### src/rtl/intc_pkg.sv
package intc_pkg;

    localparam int NSRC   = 64;
    localparam int ADDR_W = 8;
    localparam int DATA_W = 32;
    localparam int CTRL_W = 8;
    localparam int VEC_W  = 8;
    localparam int IDX_W  = $clog2(NSRC);
    localparam int HALF   = NSRC / 2;

    localparam logic [VEC_W-1:0] VEC_RESET = VEC_W'(24);

    localparam logic [ADDR_W-1:0] OFS_PEND_HI  = 8'h00;
    localparam logic [ADDR_W-1:0] OFS_PEND_LO  = 8'h04;
    localparam logic [ADDR_W-1:0] OFS_MASK_HI  = 8'h08;
    localparam logic [ADDR_W-1:0] OFS_MASK_LO  = 8'h0C;
    localparam logic [ADDR_W-1:0] OFS_FORCE_HI = 8'h10;
    localparam logic [ADDR_W-1:0] OFS_FORCE_LO = 8'h14;
    localparam logic [ADDR_W-1:0] OFS_MSET     = 8'h1C;
    localparam logic [ADDR_W-1:0] OFS_MCLR     = 8'h1D;
    localparam logic [ADDR_W-1:0] OFS_CTRL     = 8'h40;
    localparam logic [ADDR_W-1:0] OFS_VEC      = 8'hE0;

    typedef enum logic [3:0] {
        SEL_NONE,
        SEL_PEND_HI,
        SEL_PEND_LO,
        SEL_MASK_HI,
        SEL_MASK_LO,
        SEL_FORCE_HI,
        SEL_FORCE_LO,
        SEL_MSET,
        SEL_MCLR,
        SEL_CTRL,
        SEL_VEC
    } reg_sel_e;

    typedef struct packed {
        logic              wr;
        logic              rd;
        reg_sel_e          sel;
        logic [IDX_W-1:0]  idx;
        logic [DATA_W-1:0] data;
    } bus_req_t;

    function automatic reg_sel_e decode_ofs(input logic [ADDR_W-1:0] a);
        reg_sel_e s;
        if (a >= OFS_CTRL && a < OFS_CTRL + ADDR_W'(NSRC)) begin
            s = SEL_CTRL;
        end else begin
            case (a)
                OFS_PEND_HI:  s = SEL_PEND_HI;
                OFS_PEND_LO:  s = SEL_PEND_LO;
                OFS_MASK_HI:  s = SEL_MASK_HI;
                OFS_MASK_LO:  s = SEL_MASK_LO;
                OFS_FORCE_HI: s = SEL_FORCE_HI;
                OFS_FORCE_LO: s = SEL_FORCE_LO;
                OFS_MSET:     s = SEL_MSET;
                OFS_MCLR:     s = SEL_MCLR;
                OFS_VEC:      s = SEL_VEC;
                default:      s = SEL_NONE;
            endcase
        end
        return s;
    endfunction

    function automatic logic [DATA_W-1:0] zext_byte(input logic [CTRL_W-1:0] b);
        return {{(DATA_W-CTRL_W){1'b0}}, b};
    endfunction

endpackage

### src/rtl/intc_mask_reg.sv
module intc_mask_reg
    import intc_pkg::*;
(
    input  logic            clk,
    input  logic            rst,
    input  bus_req_t        req,
    output logic [NSRC-1:0] mask_q
);
    // Bit just above the index field selects the all-bits form of a command.
    localparam int ALL_BIT = IDX_W;

    logic [IDX_W-1:0] bit_sel;
    assign bit_sel = req.data[IDX_W-1:0];

    always_ff @(posedge clk) begin
        if (rst) begin
            mask_q <= '1;
        end else if (req.wr) begin
            case (req.sel)
                SEL_MASK_HI: mask_q[NSRC-1:HALF] <= req.data[HALF-1:0];
                SEL_MASK_LO: mask_q[HALF-1:0]    <= req.data[HALF-1:0];
                SEL_MSET: begin
                    if (req.data[ALL_BIT]) mask_q <= '1;
                    else                   mask_q[bit_sel] <= 1'b1;
                end
                SEL_MCLR: begin
                    if (req.data[ALL_BIT]) mask_q <= '0;
                    else                   mask_q[bit_sel] <= 1'b0;
                end
                default: ;
            endcase
        end
    end

    logic unused_hi;
    assign unused_hi = ^req.data[DATA_W-1:ALL_BIT+1] ^ req.rd;

endmodule

### src/rtl/intc_ctrl_bank.sv
module intc_ctrl_bank
    import intc_pkg::*;
(
    input  logic                   clk,
    input  logic                   rst,
    input  logic                   wr,
    input  reg_sel_e               sel,
    input  logic [IDX_W-1:0]       idx,
    input  logic [CTRL_W-1:0]      wbyte,
    output logic [NSRC*CTRL_W-1:0] ctrl_flat,
    output logic [NSRC-1:0]        en_q
);
    logic hit_ctrl;
    assign hit_ctrl = wr && (sel == SEL_CTRL);

    for (genvar n = 0; n < NSRC; n++) begin : g_src
        logic [CTRL_W-1:0] byte_q;
        logic              sel_me;

        assign sel_me = hit_ctrl && (idx == IDX_W'(n));

        always_ff @(posedge clk) begin
            if (rst) begin
                byte_q  <= '0;
                en_q[n] <= 1'b0;
            end else if (sel_me) begin
                byte_q  <= wbyte;
                en_q[n] <= |wbyte;
            end
        end

        assign ctrl_flat[n*CTRL_W +: CTRL_W] = byte_q;
    end

endmodule

### src/rtl/intc_read_mux.sv
module intc_read_mux
    import intc_pkg::*;
(
    input  logic                   clk,
    input  logic                   rst,
    input  logic                   rd,
    input  reg_sel_e               sel,
    input  logic [IDX_W-1:0]       idx,
    input  logic [NSRC-1:0]        pend,
    input  logic [NSRC-1:0]        mask,
    input  logic [NSRC-1:0]        frc,
    input  logic [NSRC*CTRL_W-1:0] ctrl_flat,
    input  logic [VEC_W-1:0]       vec,
    output logic [DATA_W-1:0]      rdata_q
);
    logic [DATA_W-1:0] rd_word;

    always_comb begin
        case (sel)
            SEL_PEND_HI:  rd_word = pend[NSRC-1:HALF];
            SEL_PEND_LO:  rd_word = pend[HALF-1:0];
            SEL_MASK_HI:  rd_word = mask[NSRC-1:HALF];
            SEL_MASK_LO:  rd_word = mask[HALF-1:0];
            SEL_FORCE_HI: rd_word = frc[NSRC-1:HALF];
            SEL_FORCE_LO: rd_word = frc[HALF-1:0];
            SEL_CTRL:     rd_word = zext_byte(ctrl_flat[idx*CTRL_W +: CTRL_W]);
            SEL_VEC:      rd_word = {{(DATA_W-VEC_W){1'b0}}, vec};
            default:      rd_word = '0;
        endcase
    end

    always_ff @(posedge clk) begin
        if (rst)     rdata_q <= '0;
        else if (rd) rdata_q <= rd_word;
    end

endmodule

### src/rtl/intc_regbank.sv
module intc_regbank
    import intc_pkg::*;
(
    input  logic                   clk,
    input  logic                   rst,
    input  logic [NSRC-1:0]        irq_in,
    input  logic                   wr_en,
    input  logic                   rd_en,
    input  logic [ADDR_W-1:0]      addr,
    input  logic [DATA_W-1:0]      wdata,
    output logic [DATA_W-1:0]      rdata,
    input  logic                   rslv_upd,
    input  logic [VEC_W-1:0]       rslv_vec,
    output logic [NSRC-1:0]        req_active,
    output logic [NSRC*CTRL_W-1:0] ctrl_bytes
);
    bus_req_t        req;
    logic [NSRC-1:0] pend_q;
    logic [NSRC-1:0] mask_q;
    logic [NSRC-1:0] en_q;
    logic [NSRC-1:0] frc;
    logic [VEC_W-1:0] vec_q;

    // Force register: no write path exists, so it stays at its reset value.
    assign frc = '0;

    always_comb begin
        req.wr   = wr_en;
        req.rd   = rd_en;
        req.sel  = decode_ofs(addr);
        req.idx  = addr[IDX_W-1:0];
        req.data = wdata;
    end

    always_ff @(posedge clk) begin
        if (rst) begin
            pend_q <= '0;
            vec_q  <= VEC_RESET;
        end else begin
            pend_q <= irq_in;
            if (rslv_upd) vec_q <= rslv_vec;
        end
    end

    intc_mask_reg u_mask (
        .clk    (clk),
        .rst    (rst),
        .req    (req),
        .mask_q (mask_q)
    );

    intc_ctrl_bank u_ctrl (
        .clk       (clk),
        .rst       (rst),
        .wr        (req.wr),
        .sel       (req.sel),
        .idx       (req.idx),
        .wbyte     (req.data[CTRL_W-1:0]),
        .ctrl_flat (ctrl_bytes),
        .en_q      (en_q)
    );

    intc_read_mux u_rmux (
        .clk       (clk),
        .rst       (rst),
        .rd        (req.rd),
        .sel       (req.sel),
        .idx       (req.idx),
        .pend      (pend_q),
        .mask      (mask_q),
        .frc       (frc),
        .ctrl_flat (ctrl_bytes),
        .vec       (vec_q),
        .rdata_q   (rdata)
    );

    assign req_active = (pend_q | frc) & en_q & ~mask_q;

endmodule

### config.mk
export PLATFORM = sky130hd
export DESIGN_NAME = intc_regbank
export DESIGN_NICKNAME = d
export VERILOG_FILES = /design/src/rtl/intc_pkg.sv /design/src/rtl/intc_mask_reg.sv /design/src/rtl/intc_ctrl_bank.sv /design/src/rtl/intc_read_mux.sv /design/src/rtl/intc_regbank.sv
export SDC_FILE = /design/constraint.sdc
export NUM_CORES = 2
export LEC_CHECK = 0
export ABC_AREA = 1
export CAP_MARGIN = 20
export CORE_AREA = 2 2 284 286
export CTS_CLUSTER_SIZE = 14
export DETAILED_ROUTE_END_ITERATION = 16
export DIE_AREA = 0 0 286 288
export GPL_ROUTABILITY_DRIVEN = 0
export PLACE_DENSITY = 0.69
export SLEW_MARGIN = 40
export SYNTH_ARGS = -nofsm -noshare
export SYNTH_HDL_FRONTEND = slang
export SYNTH_SLANG_ARGS = --single-unit
### constraint.sdc
create_clock -name clk -period 2.2 [get_ports clk]
set_input_delay 0.33 -clock clk [delete_from_list [all_inputs] [get_ports clk]]
set_output_delay 0.33 -clock clk [all_outputs]
set_load 0.03 [all_outputs]
==> flow_summary.ini <==
[logic_synthesis]
yosys.area.top_type_share_pct = 44.3
syn_area_sq_um = 33600
netlist_top_cells_area = dfxtp_1 44%, nand2_1 12%, a21oi_1 11%, o21ai_0 10%, nor2_1 8.2%
synthTopCellsByCount = 1,056 x nand2_1, 744 x dfxtp_1, 731 x nor2_1, 712 x a21oi_1, 685 x o21ai_0
yosysMostFrequentCell = nand2_1
synth_edf_count = 0
ys.flop_type = dfxtp_1
synth_cell_types = 34
syn_avg_cell_area_sq_um = 6.81
yosysSeqAreaShare_pct = 44.3
ys_ff_latch = 744
synth_area_leader_cell = dfxtp_1
synthCells = 4932
async_flop_share_pct = 0
yosys_warnings = 0
synth.net_count = 5049

[global_route]
grt_pass1_vias = 33900
grt.overflow.total = 0
grt_start_max_net_pins = 168
grt_pass1_wl_um = 232000
track_usage_pct = 37.7
antenna_found_initial = 11

[pwr]
ir_drop_v = 0.000547
p_leak_nw = 20.6
finalPower_w = 0.0306
powerDensity_nw_per_um2 = 649

[timing]
finalClockSkew_ns = 0.0228
slew_violations = 0
timing.fmax_ghz = 0.449
layout_setup_ws_ns = -0.0253
finalCriticalPeriod_ns = 2.23
setup_violations = 4
tightest_slew_ns = 0.840
hold_violations = 0
tns_ns = -0.0541
fin_crit_sh_pct = 101
rsz0062_at_grt = false
relSlewSlack_pct = 44.0
holdWs_ns = 0.0355

[cts]
cts_tree = done
h-tree-depth = 3
cts_root_buf = clkbuf_16
numCtsBuffers = 81
clockBufferDepth = 3
cts.sinks = 744
clk_pin_slew_worst_paths_ns = 0.06
clock_latency_ns = 0.65

[outcome]
run_status = finished with violations
violations = negative setup slack

[floorplan]
ioPinCount = 725
core_area_sq_um = 79600
rows = 104
die_w_um = 286
die_area_sq_um = 82400
initial_utilization_pct = 42.2
dieHeight_um = 288

[critical_path]
crit_path_top_delay_cell = dfxtp_1
required_ns = 1.87
worstReg2RegStart = u_ctrl.g_src[51].byte_q[7]
crit_family = flip-flops
crit_path_cell_trace = nand2_1, nor2_1, clkdlybuf4s15_2
critPathMaxFanout = 2
critPathLaunchType = register
worst-path-buf-inv = 1
r2r_cells = 14
worstSetupStartpoint = pend_q[57]
r2r_slack_ns = 0.11
crit_path_max_incr_delay_ns = 0.45
r2r-end = u_rmux.rdata_q[7]
cp-end-kind = primary output
cp_data_arrival_time_ns = 1.90
crit_type = reg -> out

[place]
hpwl_um = 120000
portBuffers = 724
post_dp_cell_area_sq_um = 44500
place_ws_ns = -0.423

[route]
vias = 38200
drc = 0
drt-initial-drc-count = 4875
drt-pass1-iter-count = 7
viasPerCell = 5.58
detail-route-antenna-nets = 0
routed_wl_um = 162000
detail_route.wl_per_cell_um = 23.7

[cells_and_area]
multi_input_area_sq_um = 15700
n_fill_cell = 7384
final_area_sq_um = 47100
regArea_sq_um = 14900
area_delta_synth_final_pct = 40.2
nets = 5842
drive_gt1_share_pct = 10.1

[hold_path]
hp-start = rst
hold_end = vec_q[4]
hp-class = in -> reg
hold_depth = 3

[job]
maxCapViolCount = 0
[cell usage in the layout (no fill, tap or decap), types with 7 or more instances in the layout]
| master | synthesis | routed |
|---|---|---|
| o22ai_1 | 21 | 21 |
| clkdlybuf4s50_1 | 0 | 646 |
| a31oi_1 | 30 | 30 |
| o21ai_1 | 26 | 28 |
| dfxtp_1 | 744 | 739 |
| nand3_1 | 63 | 63 |
| buf_4 | 40 | 227 |
| inv_1 | 355 | 349 |
| o21ai_0 | 685 | 683 |
| a211oi_1 | 10 | 10 |
| clkbuf_16 | 0 | 84 |
| buf_12 | 0 | 112 |
| nand2_1 | 1056 | 1055 |
| dlygate4sd2_1 | 0 | 62 |
| clkbuf_1 | 191 | 21 |
| inv_2 | 25 | 28 |
| nor3_1 | 9 | 9 |
| o21bai_1 | 7 | 7 |
| nor2_2 | 13 | 11 |
| diode_2 | 0 | 8 |
| nor2_4 | 55 | 57 |
| nor2_1 | 731 | 731 |
| clkinv_2 | 0 | 14 |
| a21oi_1 | 712 | 712 |
| clkbuf_8 | 0 | 16 |
| nand4_1 | 12 | 12 |
[what timing repair did]
item / 4_1_cts / 5_1_grt
pin swaps: 0 / 0
resized for setup: 83 / 15
hold buffers: 0 / 0
buffers inserted: 0 / 0
endpoints found under the setup margin: 73 / 12
hold endpoints to repair: 0 / 0
cloned: 0 / 0
[how the worst max path moves through the flow]
stage	to	depth (start not counted)
2_1_floorplan	u_mask.mask_q[37]	13
3_3_place_gp	u_rmux.rdata_q[4]	13
3_5_place_dp	u_mask.mask_q[19]	11
4_1_cts	ctrl_bytes[321]	1
5_1_grt	req_active[0]	3
6_report	req_active[57]	3
[registers in the layout, indices dropped and copies added (netlist names)]
name / cells
u_rmux.rdata_q: 32
vec_q: 8
pend_q: 64
u_ctrl.g_src.byte_q: 512
u_ctrl.en_q: 64
u_mask.mask_q: 64
[layer usage]
| metal | track usage [%] | vias up | wire length (um) |
|---|---|---|---|
| li1 | - | 17500 | - |
| met1 | 49.0 | 17800 | 62900 |
| met2 | 58.6 | 2445 | 72200 |
| met3 | 7.49 | 441 | 16900 |
| met4 | 20.9 | 6 | 10200 |
| met5 | 0 | - | 40 |
[logic make-up (layout without fill, tap and decap cells)]
| logic type | Yosys count | after routing | synth area share [%] |
|---|---|---|---|
| compound gates | 1502 | 1502 | 22.8 |
| buf+inv | 734 | 1587 | 9.15 |
| other cells | 0 | 8 | 0 |
| flops | 744 | 744 | 44.3 |
| simple gates | 1952 | 1952 | 23.7 |
[through the flow]
stage | std cells | utilization [%]
after floorplan | 4932 | -
after global placement | 6702 | 55.9
after detailed placement | 6702 | 55.9
after CTS | 6845 | 59.1
after global routing | 6851 | 59.1
final | 6853 | 59.2
[power breakdown]
group          internal (W)  total, W  leakage, nW  switching, W
combinational      0.000986   0.00297         13.3       0.00198
sequential           0.0136    0.0137         6.02      0.000113
clock               0.00811    0.0139         1.31       0.00580
[cell type report]
type / instances / area share [%]
multi-input cells: 3454 / 33.3
flip-flops and latches: 744 / 31.6
repair buffers: 1061 / 23.5
clock buffers: 121 / 5.10
inverters: 383 / 3.09
well taps: 1060 / 2.82
clock inverters: 22 / 0.537
diodes: 8 / 0.0425
[tightest hold or removal path, delay by kind of cell]
family	cells	cell delay (ns)
buf+inv	2	0.21
simple gates	1	0.09
Note: power is estimated with default switching activity, not from simulation.
